[src/rtl/sbc_mode_pkg.sv]
package sbc_mode_pkg;
  localparam int WORD_W = 16;
  localparam int ADDR_W = 3;
  localparam int RSVD_W = 4;

  typedef enum logic [1:0] {
    MD_STANDBY  = 2'b00,
    MD_SLEEP    = 2'b01,
    MD_NORM_OFF = 2'b10,
    MD_NORM_ON  = 2'b11
  } mode_e;

  localparam int NUM_MODES = 4;

  // payload bits 12:4 of the command word
  typedef struct packed {
    logic  lock;
    mode_e mode;
    logic  warn;
    logic  limp;
    logic  en_ctl;
    logic  lin_slow;
    logic  wbias;
    logic  pdc_low;
  } ctl_t;

  // fields without the limp-home pair
  typedef struct packed {
    logic  lock;
    mode_e mode;
    logic  en_ctl;
    logic  lin_slow;
    logic  wbias;
    logic  pdc_low;
  } gen_t;

  localparam int CTL_W = $bits(ctl_t);
endpackage

[src/rtl/sbc_cmd_dec.sv]
module sbc_cmd_dec
  import sbc_mode_pkg::*;
#(
  parameter logic [ADDR_W-1:0] REG_ADDR = 3'b001
) (
  input  logic                     valid_i,
  input  logic                     wr_i,
  input  logic                     warm_rst_ni,
  input  logic [WORD_W-1:RSVD_W]   word_i,
  output logic                     hit_o,
  output ctl_t                     ctl_o
);
  localparam int ADDR_LSB = WORD_W - ADDR_W;

  logic addr_match;
  assign addr_match = (word_i[WORD_W-1:ADDR_LSB] == REG_ADDR);
  assign hit_o      = valid_i & wr_i & addr_match & warm_rst_ni;
  assign ctl_o      = ctl_t'(word_i[ADDR_LSB-1:RSVD_W]);
endmodule

[src/rtl/sbc_ctl_regs.sv]
module sbc_ctl_regs
  import sbc_mode_pkg::*;
(
  input  logic clk_i,
  input  logic rst_ni,
  input  logic hit_i,
  input  gen_t wr_i,
  output logic we_o,
  output gen_t q_o
);
  gen_t q;

  assign we_o = hit_i & ~q.lock;

  always_ff @(posedge clk_i or negedge rst_ni) begin
    if (!rst_ni) q <= '0;
    else if (we_o) q <= wr_i;
  end

  assign q_o = q;

  // a locked register holds every field
  a_r3_lock_freeze: assert property (@(posedge clk_i) disable iff (!rst_ni)
    q.lock |=> $stable(q));

  // an accepted write lands on the next edge
  a_r2_write_lands: assert property (@(posedge clk_i) disable iff (!rst_ni)
    (hit_i && !q.lock) |=> (q == $past(wr_i)));
endmodule

[src/rtl/sbc_limp_ctl.sv]
module sbc_limp_ctl (
  input  logic clk_i,
  input  logic por_ni,
  input  logic warm_rst_ni,
  input  logic we_i,
  input  logic warn_d_i,
  input  logic limp_d_i,
  output logic warn_o,
  output logic limp_o
);
  logic warn_q, limp_q, run_q;

  // only power-on clears asynchronously; warm reset is sampled so the
  // warning can be captured on its first cycle
  always_ff @(posedge clk_i or negedge por_ni) begin
    if (!por_ni) begin
      warn_q <= 1'b1;
      limp_q <= 1'b0;
      run_q  <= 1'b0;
    end else begin
      run_q <= warm_rst_ni;
      if (!warm_rst_ni) begin
        if (run_q) limp_q <= warn_q;
        warn_q <= 1'b1;
      end else if (we_i) begin
        warn_q <= warn_d_i;
        limp_q <= limp_d_i;
      end
    end
  end

  assign warn_o = warn_q;
  assign limp_o = limp_q;

  // first warm-reset cycle transfers the warning into limp control
  a_r8_limp_capture: assert property (@(posedge clk_i) disable iff (!por_ni)
    (!warm_rst_ni && run_q) |=> (limp_q == $past(warn_q)) && warn_q);

  // warning reads set while warm reset is held
  a_r7_warn_set: assert property (@(posedge clk_i) disable iff (!por_ni)
    !warm_rst_ni |=> warn_q);
endmodule

[src/rtl/sbc_pin_dec.sv]
module sbc_pin_dec
  import sbc_mode_pkg::*;
(
  input  mode_e mode_i,
  input  logic  en_ctl_i,
  input  logic  limp_i,
  output logic  standby_o,
  output logic  sleep_o,
  output logic  normal_o,
  output logic  v2_on_o,
  output logic  en_o,
  output logic  limp_low_o
);
  logic [NUM_MODES-1:0] hit;

  for (genvar i = 0; i < NUM_MODES; i++) begin : g_mode
    assign hit[i] = (mode_i == mode_e'(i));
  end

  assign standby_o  = hit[MD_STANDBY];
  assign sleep_o    = hit[MD_SLEEP];
  assign normal_o   = hit[MD_NORM_OFF] | hit[MD_NORM_ON];
  assign v2_on_o    = hit[MD_NORM_ON];
  assign en_o       = en_ctl_i & normal_o;
  assign limp_low_o = limp_i;
endmodule

[src/rtl/sbc_mode_reg.sv]
module sbc_mode_reg
  import sbc_mode_pkg::*;
#(
  parameter logic [ADDR_W-1:0] REG_ADDR = 3'b001
) (
  input  logic              clk_i,
  input  logic              por_ni,
  input  logic              rst_ni,
  input  logic              cmd_valid_i,
  input  logic              cmd_wr_i,
  input  logic [WORD_W-1:0] cmd_word_i,
  output logic [WORD_W-1:0] rd_data_o,
  output logic              standby_o,
  output logic              sleep_o,
  output logic              normal_o,
  output logic              v2_on_o,
  output logic              en_o,
  output logic              limp_low_o,
  output logic              lin_slow_o,
  output logic              wbias_o,
  output logic              pdc_low_o
);
  logic rst_all_n;
  logic hit, we;
  ctl_t wctl;
  gen_t wgen, gq;
  logic warn, limp;
  logic [RSVD_W-1:0] rsvd_rd;

  assign rst_all_n = por_ni & rst_ni;

  sbc_cmd_dec #(.REG_ADDR(REG_ADDR)) u_dec (
    .valid_i     (cmd_valid_i),
    .wr_i        (cmd_wr_i),
    .warm_rst_ni (rst_ni),
    .word_i      (cmd_word_i[WORD_W-1:RSVD_W]),
    .hit_o       (hit),
    .ctl_o       (wctl)
  );

  assign wgen = '{lock: wctl.lock, mode: wctl.mode, en_ctl: wctl.en_ctl,
                  lin_slow: wctl.lin_slow, wbias: wctl.wbias,
                  pdc_low: wctl.pdc_low};

  sbc_ctl_regs u_regs (
    .clk_i  (clk_i),
    .rst_ni (rst_all_n),
    .hit_i  (hit),
    .wr_i   (wgen),
    .we_o   (we),
    .q_o    (gq)
  );

  sbc_limp_ctl u_limp (
    .clk_i       (clk_i),
    .por_ni      (por_ni),
    .warm_rst_ni (rst_ni),
    .we_i        (we),
    .warn_d_i    (wctl.warn),
    .limp_d_i    (wctl.limp),
    .warn_o      (warn),
    .limp_o      (limp)
  );

  sbc_pin_dec u_pins (
    .mode_i     (gq.mode),
    .en_ctl_i   (gq.en_ctl),
    .limp_i     (limp),
    .standby_o  (standby_o),
    .sleep_o    (sleep_o),
    .normal_o   (normal_o),
    .v2_on_o    (v2_on_o),
    .en_o       (en_o),
    .limp_low_o (limp_low_o)
  );

  // reserved nibble never reflects the written value
  assign rsvd_rd = cmd_word_i[RSVD_W-1:0] & '0;

  assign rd_data_o = {REG_ADDR, gq.lock, gq.mode, warn, limp,
                      gq.en_ctl, gq.lin_slow, gq.wbias, gq.pdc_low, rsvd_rd};

  assign lin_slow_o = gq.lin_slow;
  assign wbias_o    = gq.wbias;
  assign pdc_low_o  = gq.pdc_low;

  // mode outputs are one-hot
  a_r4_one_mode: assert property (@(posedge clk_i) disable iff (!por_ni)
    $onehot({standby_o, sleep_o, normal_o}));

  // EN only in a normal mode with its control bit set
  a_r5_en_gate: assert property (@(posedge clk_i) disable iff (!por_ni)
    en_o |-> (normal_o && rd_data_o[7]));

  // LIMP drive follows the read-back control bit
  a_r9_limp_pin: assert property (@(posedge clk_i) disable iff (!por_ni)
    limp_low_o == rd_data_o[8]);

  // a foreign address leaves the contents alone
  a_r1_foreign_addr: assert property (@(posedge clk_i) disable iff (!rst_all_n)
    (cmd_valid_i && cmd_word_i[WORD_W-1 -: ADDR_W] != REG_ADDR) |=> $stable(rd_data_o));
endmodule

[config.mk]
export PLATFORM = sky130hd
export DESIGN_NAME = sbc_mode_reg
export DESIGN_NICKNAME = d
export VERILOG_FILES = /design/src/rtl/sbc_mode_pkg.sv /design/src/rtl/sbc_cmd_dec.sv /design/src/rtl/sbc_ctl_regs.sv /design/src/rtl/sbc_limp_ctl.sv /design/src/rtl/sbc_pin_dec.sv /design/src/rtl/sbc_mode_reg.sv
export SDC_FILE = /design/constraint.sdc
export NUM_CORES = 1
export LEC_CHECK = 0
export BUFFER_PORTS_ARGS = -buffer_cell sky130_fd_sc_hd__buf_2
export CAP_MARGIN = 40
export CORE_MARGIN = 2
export CORE_UTILIZATION = 39
export CTS_BUF_LIST = sky130_fd_sc_hd__clkbuf_8
export CTS_CLUSTER_SIZE = 12
export DETAILED_ROUTE_END_ITERATION = 10
export PLACE_DENSITY = 0.8
export REMOVE_ABC_BUFFERS = 1
export SYNTH_ARGS = -nofsm -noshare
export SYNTH_HDL_FRONTEND = slang
export SYNTH_SLANG_ARGS = --single-unit
[constraint.sdc]
create_clock -name clk_i -period 2 [get_ports clk_i]
set_input_delay 0.1 -clock clk_i [delete_from_list [all_inputs] [get_ports clk_i]]
set_output_delay 0.1 -clock clk_i [all_outputs]
set_load 0.01 [all_outputs]
# Yosys cells after proc, flatten, opt, wreduce, memory -nomap -nowiden
# Index checks and enable logic that the tools add are counted.
[totals] output_inout_bits=25 register_bits=10 in_bits=21 word_cells=30
[op_classes] bitwise=8 mux=5 n_reduce_logical=3 eq_ne=5
[ops] operator="1-bit AND" count=6
[ops] operator="1-bit two-way mux" count=5
[ops] operator="2-bit == test, second input constant" count=2
[ops] operator="3-bit by 1-bit == test with 1-bit output, second input constant" count=1
[ops] operator="2-bit by 1-bit == test with 1-bit output, second input constant" count=1
[ops] operator="2-bit zero test" count=1
[ops] operator="2-bit by 1-bit inequality test with 1-bit output, second input constant" count=1
[ops] operator="2-bit AND reduction" count=1
[ops] operator="2-bit nonzero test" count=1
[ops] operator="1-bit inverter" count=1
[ops] operator="1-bit bitwise OR" count=1

# Logic depth before layout (Yosys ltp)
# Gate-level depths: netlist (run 1).
[depth] depth_word=6 depth_mapped=3 mapped_depth_nobuf=3

# Cells and area by module
# From an unflattened synthesis (run 1), not the netlist that was laid out.
[hier_totals] cells_unflattened=56 hier_area_um2=640.6
[modules_own_cells] mod="sbc_ctl_regs" area_per_inst_um2=299.0 n_inst=1 seq_area_each_um2=175.2 cells_each=16
[modules_own_cells] mod="sbc_limp_ctl" area_per_inst_um2=120.1 n_inst=1 seq_area_each_um2=76.3 cells_each=8
[modules_own_cells] mod="sbc_mode_reg" area_per_inst_um2=103.8 n_inst=1 seq_area_each_um2=0.0 cells_each=15
[modules_own_cells] mod="sbc_cmd_dec" area_per_inst_um2=83.8 n_inst=1 seq_area_each_um2=0.0 cells_each=11
[modules_own_cells] mod="sbc_pin_dec" area_per_inst_um2=33.8 n_inst=1 seq_area_each_um2=0.0 cells_each=6

# Worst setup path before layout (run 1)
# OpenSTA, ideal clock, no wires.
[synth_path] path_kind="register to register" startpoint="register u_regs.q (netlist bit u_regs.q_o[6])" endpoint="register u_regs.q (netlist bit u_regs.q_o[0])" setup_ps=125 synth_period_minus_slack_ps=1442 required_time_ps=1875 arrival_ps=1317 path_buffers=0 setup_slack_ps=558 stages_incl_launch_ff=4 path_cell_list="dfrtp_1 -> or3b_4 -> nor2_8 -> mux2_4"
[synth_via] elab_chain_len=2
[synth_lines] item="start: declaration" line="sbc_ctl_regs.sv:11" text="gen_t q;"
[synth_lines] item="start signal: assignment" line="sbc_ctl_regs.sv:17" text="else if (we_o) q <= wr_i;"
[synth_lines] item="1-bit inverter" line="sbc_ctl_regs.sv:13" text="assign we_o = hit_i & ~q.lock;"
[synth_lines] item="1-bit AND" line="sbc_ctl_regs.sv:13"
# No other way between the ends.
# A chain may end at the register's enable or synchronous reset.

# Final worst setup path (run 1)
[layout_path] startpoint="input port rst_ni" endpoint="register u_regs.q (netlist bit u_regs.q_o[1])"
[layout_via] elab_chain_len=2
[layout_lines] item="start: declaration" line="sbc_mode_reg.sv:8" text="input logic rst_ni,"
[layout_lines] item="1-bit AND" line="sbc_cmd_dec.sv:17" text="assign hit_o = valid_i & wr_i & addr_match & warm_rst_ni;"
[layout_lines] item="1-bit AND" line="sbc_ctl_regs.sv:13"
# No other way between the ends.

==> results.sh, run 1 <==
export IMPL_die_h_um=42.5
export IMPL_cpMaxStageDelayCell="dlygate4sd3_1"
export IMPL_power_leakage_uw=0.000434
export IMPL_rsz0062_at_grt="no"
export IMPL_cap_violations=0
export IMPL_power_density_nw_per_um2=919
export IMPL_ys_seq_area_share_pct=43.4
export IMPL_critPathLaunchType="primary input"
export IMPL_rr_worst_depth=3
export IMPL_core_area_sq_um=1350
export IMPL_synth_distinct_cells=19
export IMPL_postCtsSetupRepairBufs=0
export IMPL_crit_buf_inv=2
export IMPL_r2r_end="u_regs.q_o[1]"
export IMPL_power_share_switching_pct=27.1
export IMPL_critical_path_cell_chain="dlygate4sd3_1, buf_2, or3b_4, nor2_8, mux2_4"
export IMPL_synthFlopType="dfrtp_1"
export IMPL_power_frac_clock_pct=35.7
export IMPL_ctsHoldBuffers=2
export IMPL_cts_path_max_buffers=2
export IMPL_synth_warnings=0
export IMPL_antenna_found_initial=0
export IMPL_crit_arrival_ps=1730
export IMPL_area_delta_synth_final_pct=31.3
export IMPL_globalplace_congestion=0.727
export IMPL_post_route_min_period_ps=1610
export IMPL_tns_ps=0
export IMPL_finalHoldViolations=0
export IMPL_viasPerCell=4.59
export IMPL_numCtsBuffers=3
export IMPL_outcome="completed"
export IMPL_grt_max_degree=8
export IMPL_hold_path_endpoint="u_regs.q_o[6]"
export IMPL_port_buffers=34
export IMPL_drt_total_wl_mm=1.03
export IMPL_grt_pass1_wl_mm=1.81
export IMPL_clockRootBuffer="clkbuf_8"
export IMPL_fin_nets=101
export IMPL_yosysTopAreaCell="dfrtp_1"
export IMPL_drc=0
export IMPL_synth_seq_cells=10
export IMPL_async_flop_share_pct=100
export IMPL_ant_nets=0
export IMPL_start_util_pct=42.9
export IMPL_setup_viol=0
export IMPL_vdd_drop_max_mv=0.715
export IMPL_crit_path_end_kind="flop"
export IMPL_drt_first_iter_violations=3
export IMPL_drt_pass1_iter_count=2
export IMPL_yosysTopAreaCellShare_pct=38.9
export IMPL_die_area_sq_um=1810
export IMPL_r2r_start="u_regs.q_o[6]"
export IMPL_cts_sinks=10
export IMPL_crit_fanout=7
export IMPL_hp_class="primary input to flop"
export IMPL_fp_row_count=13
export IMPL_cts_resized=0
export IMPL_combPwrFrac_pct=26.8
export IMPL_worstPathRequired_ps=2110
export IMPL_fin_util_pct=56.3
export IMPL_seq_power_share_pct=37.5
export IMPL_fmax_mhz=620
export IMPL_h_tree_depth=1
export IMPL_min_path_cells=2
export IMPL_finalCritPeriodShare_pct=80.7
export IMPL_yosys_top_cells_area="dfrtp_1 39%, buf_4 17%, mux2_4 16%"
export IMPL_ios=46
export IMPL_cts_tree="yes"
export IMPL_grt_usage_pct=14.2
export IMPL_syn_area_sq_um=579
export IMPL_clkTransAtPathRegs_ps=50
export IMPL_power_switching_uw=189
export IMPL_cp_top_family="buffers and inverters"
export IMPL_clock_latency_ps=240
export IMPL_vias=431
export IMPL_chipWidth_um=42.5
export IMPL_ff2ff_setup_slack_ps=510
export IMPL_finalMaxSlewViolations=0
export IMPL_diodes=0
export IMPL_routedWlPerCell_um=11.0
export IMPL_intPower_uw=510
export IMPL_grt_overflow=0
export IMPL_fin_skew_ps=6.81
export IMPL_synth_edf_count=0
export IMPL_drive_gt1_share_pct=64.6
export IMPL_cpPeakStageDelay_ps=520
export IMPL_first_global_vias=376
export IMPL_min_delay_start="cmd_word_i[12]"
export IMPL_avgSynthCellArea_sq_um=12.1
export IMPL_synthCells=48
export IMPL_critPathKind="primary input to flop"
[cell usage in the layout (no fill, tap or decap)]
cell	netlist	final
nor2_8	1	1
and2_1	2	2
mux2_4	6	6
nor2_1	1	1
inv_1	2	2
or3b_4	1	1
and2_2	1	1
o311ai_0	1	1
nand4b_1	1	1
o21ai_0	1	1
nor2b_1	1	1
a21o_2	1	1
clkbuf_8	0	4
dfstp_2	1	1
o22ai_1	1	1
dfrtp_1	9	9
buf_2	0	34
dlygate4sd3_1	0	2
conb_1	2	7
mux2_2	2	2
[cell type report]
type                       instances  area (sq um)
clock buffer                       4          55.1
fill                             124           589
inverter                           2          7.51
multi-input combinational         27           238
sequential                        10           251
tap                               15          18.8
timing repair buffer              36           190
[per-stage QoR]
step / area [sq um] / total power, uW / worst slack [ps] / hold slack (ps) / cells
2_1_floorplan: 497 / 365 / 558 / -196 / 39
4_1_cts: 761 / 708 / 389 / 78.1 / 94
6_report: 761 / 699 / 387 / 75.9 / 94
3_5_place_dp: 686 / 451 / 511 / -95.2 / 88
5_1_grt: 761 / 746 / 333 / 72.5 / 94
3_3_place_gp: 686 / 446 / 539 / -97.3 / 88
[registers in the layout, indices dropped and copies added, names as in the netlist]
register,cells
u_regs.q_o,7
u_limp.limp_o,1
u_limp.run_q,1
u_limp.warn_o,1
[worst max path at each step]
stage	start	endpoint	slack, ps	cells after the start
5_1_grt	rst_ni	u_regs.q_o[5]	330	5
2_1_floorplan	u_regs.q_o[6]	u_regs.q_o[0]	560	3
3_3_place_gp	u_regs.q_o[6]	u_regs.q_o[3]	540	3
6_report	rst_ni	u_regs.q_o[1]	390	5
4_1_cts	rst_ni	u_regs.q_o[1]	390	5
3_5_place_dp	u_regs.q_o[6]	u_regs.q_o[5]	510	3
[layer usage]
| layer | global-route usage [%] | wire length [um] | up-vias |
|---|---|---|---|
| met1 | 16.7 | 438 | 194 |
| met3 | 6.47 | 114 | 5 |
| met5 | 0 | 0 | - |
| li1 | - | - | 202 |
| met4 | 7.50 | 19 | 0 |
| met2 | 21.5 | 458 | 30 |
[logic make-up after synthesis]
logic type / count (synthesis) / synth area share (%)
buffers and inverters: 16 / 18.8
and+or+nand+nor: 8 / 12.1
other: 2 / 1.30
DFF: 10 / 43.4
AOI/OAI and AO/OA: 4 / 4.97
muxes: 8 / 19.4
[power groups by stage]
stage	logic, uW	clock network, uW	registers [uW]
after floorplan	76.0	0	288
final	188	250	262
after global placement	184	0	262
after detailed placement	186	0	265
after global routing	205	272	270
after CTS	190	256	263
[worst reg2reg max path: stages (launching register included)]
cell	delay, ps
dfrtp_1	390
or3b_4	450
nor2_8	200
mux2_4	320
[Yosys cell counts, types with 2 or more instances]
library cell,count
mux2_4,6
buf_4,13
dfrtp_1,9
and2_1,2
conb_1,2
mux2_2,2
inv_1,2
Note: power is estimated with default switching activity, not from simulation.
==> run 2, diff against run 1 <==
--- a/config.mk
+++ b/config.mk
@@ -5,14 +5,15 @@
 export SDC_FILE = /design/constraint.sdc
 export NUM_CORES = 1
 export LEC_CHECK = 0
+export ABC_AREA = 1
 export BUFFER_PORTS_ARGS = -buffer_cell sky130_fd_sc_hd__buf_2
 export CAP_MARGIN = 40
 export CORE_MARGIN = 2
-export CORE_UTILIZATION = 39
+export CORE_UTILIZATION = 36
 export CTS_BUF_LIST = sky130_fd_sc_hd__clkbuf_8
 export CTS_CLUSTER_SIZE = 12
 export DETAILED_ROUTE_END_ITERATION = 10
-export PLACE_DENSITY = 0.8
+export PLACE_DENSITY = 0.77
 export REMOVE_ABC_BUFFERS = 1
 export SYNTH_ARGS = -nofsm -noshare
 export SYNTH_HDL_FRONTEND = slang
==> constraint.sdc (replaced) <==
create_clock -name clk_i -period 1.4 [get_ports clk_i]
set_input_delay 0.07 -clock clk_i [delete_from_list [all_inputs] [get_ports clk_i]]
set_output_delay 0.07 -clock clk_i [all_outputs]
set_load 0.01 [all_outputs]
==> run 2 against run 1 <==
Effect of this change: clock power grew 18%; combinational power down 60%; synthesized cell count rose by 56%; first-iteration DRC count is 100% higher; power shrank 4.4%; non-clock buffer count unchanged; global-route usage is 1.7 points lower; critical path depth rose by 2; area after synthesis rose by 2.4%; sequential share of layout area decreased by 0.22 points; hold slack lost 6.8 ps; utilization shrank 6.1 points.
==> results.sh, run 2 <==
export IMPL_outcome="completed"
export IMPL_routedWlPerCell_um=8.92
export IMPL_yosysTopAreaCellShare_pct=38.0
export IMPL_die_h_um=44.6
export IMPL_vias=520
export IMPL_r2r_end="u_limp.limp_o"
export IMPL_syn_area_sq_um=593
export IMPL_rsz0062_at_grt="no"
export IMPL_fin_nets=128
export IMPL_start_util_pct=38.9
export IMPL_fin_skew_ps=2.89
export IMPL_globalplace_congestion=0.661
export IMPL_fillers=155
export IMPL_ff2ff_setup_slack_ps=310
export IMPL_crit_end="u_limp.limp_o"
export IMPL_antenna_found_initial=0
export IMPL_yosysMostFrequentCell="nand2_1"
export IMPL_drt_pass1_iter_count=3
export IMPL_worstPathRequired_ps=1520
export IMPL_power_density_nw_per_um2=873
export IMPL_fmax_mhz=866
export IMPL_cp_top_family="buffers and inverters"
export IMPL_cpPeakStageDelay_ps=520
export IMPL_synthCells=75
export IMPL_ios=46
export IMPL_cp_num_cells=7
export IMPL_yosysTopAreaCell="dfrtp_1"
export IMPL_grt_usage_pct=12.5
export IMPL_r2r_start="u_regs.q_o[6]"
export IMPL_cap_violations=0
export IMPL_final_common_cell="buf_2"
export IMPL_hpwl_um=878
export IMPL_dp_cells=116
export IMPL_numCtsBuffers=3
export IMPL_rr_worst_depth=6
export IMPL_power_share_switching_pct=22.5
export IMPL_cpMaxStageDelayCell="dlygate4sd3_1"
export IMPL_clock_latency_ps=230
export IMPL_synthFlopType="dfrtp_1"
export IMPL_chipWidth_um=44.6
export IMPL_power_frac_clock_pct=44.2
export IMPL_whs_ps=69.1
export IMPL_synth_edf_count=0
export IMPL_critPathLaunch="rst_ni"
export IMPL_hp_class="primary input to flop"
export IMPL_critPathLaunchType="primary input"
export IMPL_first_global_vias=419
export IMPL_final_cell_mix="34 x buf_2, 25 x nand2_1, 10 x nand3_1"
export IMPL_clockRootBuffer="clkbuf_8"
export IMPL_crit_fanout=9
export IMPL_ys_seq_area_share_pct=42.4
export IMPL_seq_power_share_pct=44.6
export IMPL_power_leakage_uw=0.000523
export IMPL_cts_tree="yes"
export IMPL_grt_overflow=0
export IMPL_yosys_top_cells_area="dfrtp_1 38%, buf_4 16%, nand2_1 16%"
export IMPL_critPathKind="primary input to flop"
export IMPL_finalMaxSlewViolations=0
export IMPL_largest_reg_flops=7
export IMPL_async_flop_share_pct=100
export IMPL_grt_pass1_wl_mm=1.70
export IMPL_drt_first_iter_violations=6
export IMPL_grt_max_degree=10
export IMPL_finalHoldViolations=0
export IMPL_h_tree_depth=1
export IMPL_cts_sinks=10
export IMPL_tns_ps=0
export IMPL_vdd_drop_max_mv=0.581
export IMPL_avgSynthCellArea_sq_um=7.91
export IMPL_fin_area_sq_um=766
export IMPL_drt_total_wl_mm=1.09
export IMPL_cts_path_max_buffers=2
export IMPL_power_switching_uw=151
export IMPL_ant_nets=0
export IMPL_drive_gt1_share_pct=40.6
export IMPL_core_area_sq_um=1520
export IMPL_clkTransAtPathRegs_ps=40
export IMPL_viasPerCell=4.26
export IMPL_synth_seq_cells=10
export IMPL_drc=0
export IMPL_setup_viol=0
export IMPL_crit_path_end_kind="flop"
export IMPL_diodes=0
export IMPL_intPower_uw=518
export IMPL_post_route_min_period_ps=1160
export IMPL_port_buffers=34
export IMPL_dpl_cell_area_sq_um=701
export IMPL_synth_common_cells="25 x nand2_1, 13 x buf_4, 10 x nand3_1"
export IMPL_critical_path_cell_chain="dlygate4sd3_1, buf_2, nand2_2, nor2_8, nand2_4, nand3_1, nand2_1"
export IMPL_synth_warnings=0
export IMPL_finalCritPeriodShare_pct=82.5
export IMPL_layout_cells_non_filler=122
export IMPL_synth_distinct_cells=13
export IMPL_fp_row_count=14
export IMPL_crit_arrival_ps=1270
export IMPL_combPwrFrac_pct=11.1
export IMPL_die_area_sq_um=1990
export IMPL_area_delta_synth_final_pct=29.1
export IMPL_crit_buf_inv=2
run 2: kinds of logic (layout without fill, tap and decap cells):
kind of cell	Yosys count	count (layout)	synth area share, %
simple gates	42	42	34.8
buf+inv	21	47	21.5
flops	10	10	42.4
other cells	2	7	1.27
run 2: worst min path at each step:
| stage | endpoint | start | slack (ps) | depth (start not counted) |
|---|---|---|---|---|
| final | u_regs.q_o[6] | cmd_word_i[12] | 70 | 3 |
| after detailed placement | u_limp.run_q | por_ni | -130 | 1 |
| after global routing | u_regs.q_o[6] | cmd_word_i[12] | 90 | 3 |
| after floorplan | u_limp.limp_o | por_ni | -230 | 0 |
| after global placement | u_limp.run_q | por_ni | -130 | 1 |
| after CTS | u_regs.q_o[1] | cmd_word_i[5] | 70 | 3 |
run 2: per-layer routing:
metal	share of wire, %	wire [um]	vias up	GRT usage, %
met5	0	0	-	0
li1	-	-	267	-
met4	1.7	18	0	12.7
met2	45	494	28	18.6
met3	9.2	100	2	2.45
met1	44	475	223	14.5
run 2: layout make-up:
| cell class | instances | area (sq um) | share of cell area, % |
|---|---|---|---|
| Multi-Input combinational cell | 49 | 233 | 30.4 |
| Inverter | 7 | 26.3 | 3.43 |
| Timing Repair Buffer | 36 | 190 | 24.8 |
| Clock buffer | 3 | 41.3 | 5.39 |
| Tap cell | 16 | 20.0 | 2.61 |
| Sequential cell | 10 | 251 | 32.8 |
| Clock inverter | 1 | 3.75 | 0.490 |
run 2: repair_timing:
action	in CTS	in global routing
setup buffers	0	0
hold endpoints to repair	10	0
gates resized for setup	0	0
hold buffers	2	0
setup endpoints to repair	0	0
run 2: through the flow:
stage	worst slack, ps	util (%)	total power (uW)
5_1_grt	180	50.2	697
2_1_floorplan	345	-	336
3_3_place_gp	332	46.0	372
3_5_place_dp	308	46.0	374
6_report	245	50.2	669
4_1_cts	238	50.2	676
run 2: tightest hold or removal path, cell delays in order:
cell	delay, ps
buf_2	80
nand3_1	60
nand2_1	50
run 2: power groups by stage:
stage	registers (uW)	logic, uW	clock network (uW)
after floorplan	307	28.6	0
after global placement	303	68.6	0
after detailed placement	303	70.9	0
after CTS	299	75.2	303
after global routing	299	84.0	314
final	298	74.4	296
==> run 3, diff against run 2 <==
--- a/config.mk
+++ b/config.mk
@@ -9,11 +9,11 @@
 export BUFFER_PORTS_ARGS = -buffer_cell sky130_fd_sc_hd__buf_2
 export CAP_MARGIN = 40
 export CORE_MARGIN = 2
-export CORE_UTILIZATION = 36
+export CORE_UTILIZATION = 40
 export CTS_BUF_LIST = sky130_fd_sc_hd__clkbuf_8
 export CTS_CLUSTER_SIZE = 12
 export DETAILED_ROUTE_END_ITERATION = 10
-export PLACE_DENSITY = 0.77
+export PLACE_DENSITY = 0.81
 export REMOVE_ABC_BUFFERS = 1
 export SYNTH_ARGS = -nofsm -noshare
 export SYNTH_HDL_FRONTEND = slang
==> constraint.sdc (replaced) <==
create_clock -name clk_i -period 1.2 [get_ports clk_i]
set_input_delay 0.06 -clock clk_i [delete_from_list [all_inputs] [get_ports clk_i]]
set_output_delay 0.06 -clock clk_i [all_outputs]
set_load 0.01 [all_outputs]
==> run 3 against run 2 <==
Effect of this change: final cell count is 1.6% higher; non-clock buffer count up 3; combinational power is 17% higher; via count is 3.1% higher; routed wire length rose by 9.9%; clock power increased by 16%; critical endpoint unchanged; largest power group unchanged.
==> results.sh, run 3 (synthesized netlist as in run 2, its figures left out) <==
export IMPL_globalplace_congestion=0.684
export IMPL_grt_usage_pct=14.6
export IMPL_cts_tree="yes"
export IMPL_routedWlPerCell_um=9.65
export IMPL_post_route_min_period_ps=1100
export IMPL_drt_pass1_iter_count=3
export IMPL_cpPeakStageDelay_ps=520
export IMPL_setup_ws_ps=101
export IMPL_fmax_mhz=910
export IMPL_grtUsageMet2_pct=25.8
export IMPL_finalHoldViolations=0
export IMPL_finalMaxSlewViolations=0
export IMPL_chipWidth_um=42.5
export IMPL_cap_violations=0
export IMPL_crit_path_end_kind="flop"
export IMPL_grt_use_met1_pct=16.4
export IMPL_vias=536
export IMPL_pre_cts_slack_ps=93.5
export IMPL_tns_ps=0
export IMPL_grt_max_degree=10
export IMPL_top_usage_layer="met2"
export IMPL_ios=46
export IMPL_drt_total_wl_mm=1.20
export IMPL_grt_overflow=0
export IMPL_die_area_sq_um=1810
export IMPL_hp_class="primary input to flop"
export IMPL_fin_util_pct=58.3
export IMPL_fp_row_count=13
export IMPL_ant_nets=0
export IMPL_fin_area_sq_um=787
export IMPL_gr_usage_met3_pct=4.31
export IMPL_finalCritPeriodShare_pct=91.6
export IMPL_crit_fanout=9
export IMPL_numCtsBuffers=3
export IMPL_cts_path_max_buffers=2
export IMPL_power_leakage_uw=0.000539
export IMPL_start_util_pct=43.9
export IMPL_viasPerCell=4.32
export IMPL_dp_cells=115
export IMPL_area_delta_synth_final_pct=32.7
export IMPL_core_area_sq_um=1350
export IMPL_critical_path_cell_chain="dlygate4sd3_1, buf_2, nand2_2, nor2_8, nand2_4, nand3_1, nand2_1"
export IMPL_cpMaxStageDelayCell="dlygate4sd3_1"
export IMPL_drt_first_iter_violations=4
export IMPL_diodes=0
export IMPL_largest_reg_flops=7
export IMPL_outcome="completed"
export IMPL_critPathLaunchType="primary input"
export IMPL_rsz0062_at_grt="no"
export IMPL_clockRootBuffer="clkbuf_8"
export IMPL_die_h_um=42.5
export IMPL_drc=0
export IMPL_fin_skew_ps=4.41
export IMPL_antenna_found_initial=0
export IMPL_final_common_cell="buf_2"
export IMPL_final_cell_mix="34 x buf_2, 25 x nand2_1, 10 x nand3_1"
export IMPL_critPathKind="primary input to flop"
export IMPL_clock_latency_ps=230
export IMPL_crit_buf_inv=2
export IMPL_first_global_vias=480
export IMPL_cp_top_family="buffers and inverters"
export IMPL_crit_arrival_ps=1220
export IMPL_h_tree_depth=1
export IMPL_layout_cells_non_filler=124
export IMPL_power_density_nw_per_um2=989
export IMPL_port_buffers=34
export IMPL_drive_gt1_share_pct=42.2
export IMPL_dpl_cell_area_sq_um=699
export IMPL_vdd_drop_max_mv=0.697
export IMPL_cts_sinks=10
export IMPL_grt_pass1_wl_mm=2.00
export IMPL_worstPathRequired_ps=1320
export IMPL_clkTransAtPathRegs_ps=50
export IMPL_fin_nets=131
export IMPL_setup_viol=0
[run 3: changes by cell type in the layout (fill, tap and decap cells not counted), sizes merged]
cell / delta
buf: +3
[run 3: report_power, final]
| group | internal [uW] | switching, uW | leakage (uW) |
|---|---|---|---|
| Combinational | 36.6 | 50.4 | 0.000385 |
| Sequential | 345 | 3.62 | 0.000128 |
| Clock | 223 | 120 | 0.0000269 |
| Total | 604 | 174 | 0.000539 |
[run 3: timing repair]
item | 4_1_cts | 5_1_grt
endpoints found under the hold margin | 10 | 0
hold buffers | 2 | 0
resized for setup | 0 | 0
endpoints found under the setup margin | 0 | 8
buffers inserted | 0 | 3
[run 3: cell type report]
type	count	area (sq um)
clock buffers	3	41.3
repair buffers	39	213
fillers	132	563
clock inverters	1	3.75
multi-input cells	49	233
flip-flops and latches	10	251
inverters	7	26.3
well taps	15	18.8
[run 3: routing by layer]
metal  vias up  share of wire [%]
met5         -                  0
met4         0                1.0
met3         2                9.1
met2        33                 50
met1       226                 40
li1        275                  -
[run 3: path summary, 6_finish.rpt]
kind / slack [ps] / startpoint / end / cells past startpoint
worst max-delay path: 100 / rst_ni / u_limp.limp_o / 7
worst max register to register: 110 / u_regs.q_o[6] / u_limp.limp_o / 6
worst min register to register: 490 / u_regs.q_o[0] / u_regs.q_o[0] / 2
max in group asynchronous: 570 / rst_ni / u_regs.q_o[2] / 4
min in group asynchronous: 160 / por_ni / u_limp.run_q / 2
worst min-delay path: 60 / cmd_word_i[7] / u_regs.q_o[3] / 3
[run 3: worst register-to-register path, stage by stage (launching register included)]
cell     delay [ps]
dfrtp_1         370
inv_1            80
nand2_1         120
nor2_8          170
nand2_4         100
nand3_1          90
nand2_1          50
[run 3: stage by stage]
stage          hold slack [ps]  power [uW]
2_1_floorplan             -236         392
3_3_place_gp              -139         434
3_5_place_dp              -137         436
4_1_cts                   61.1         783
5_1_grt                   82.7         812
6_report                  59.1         778
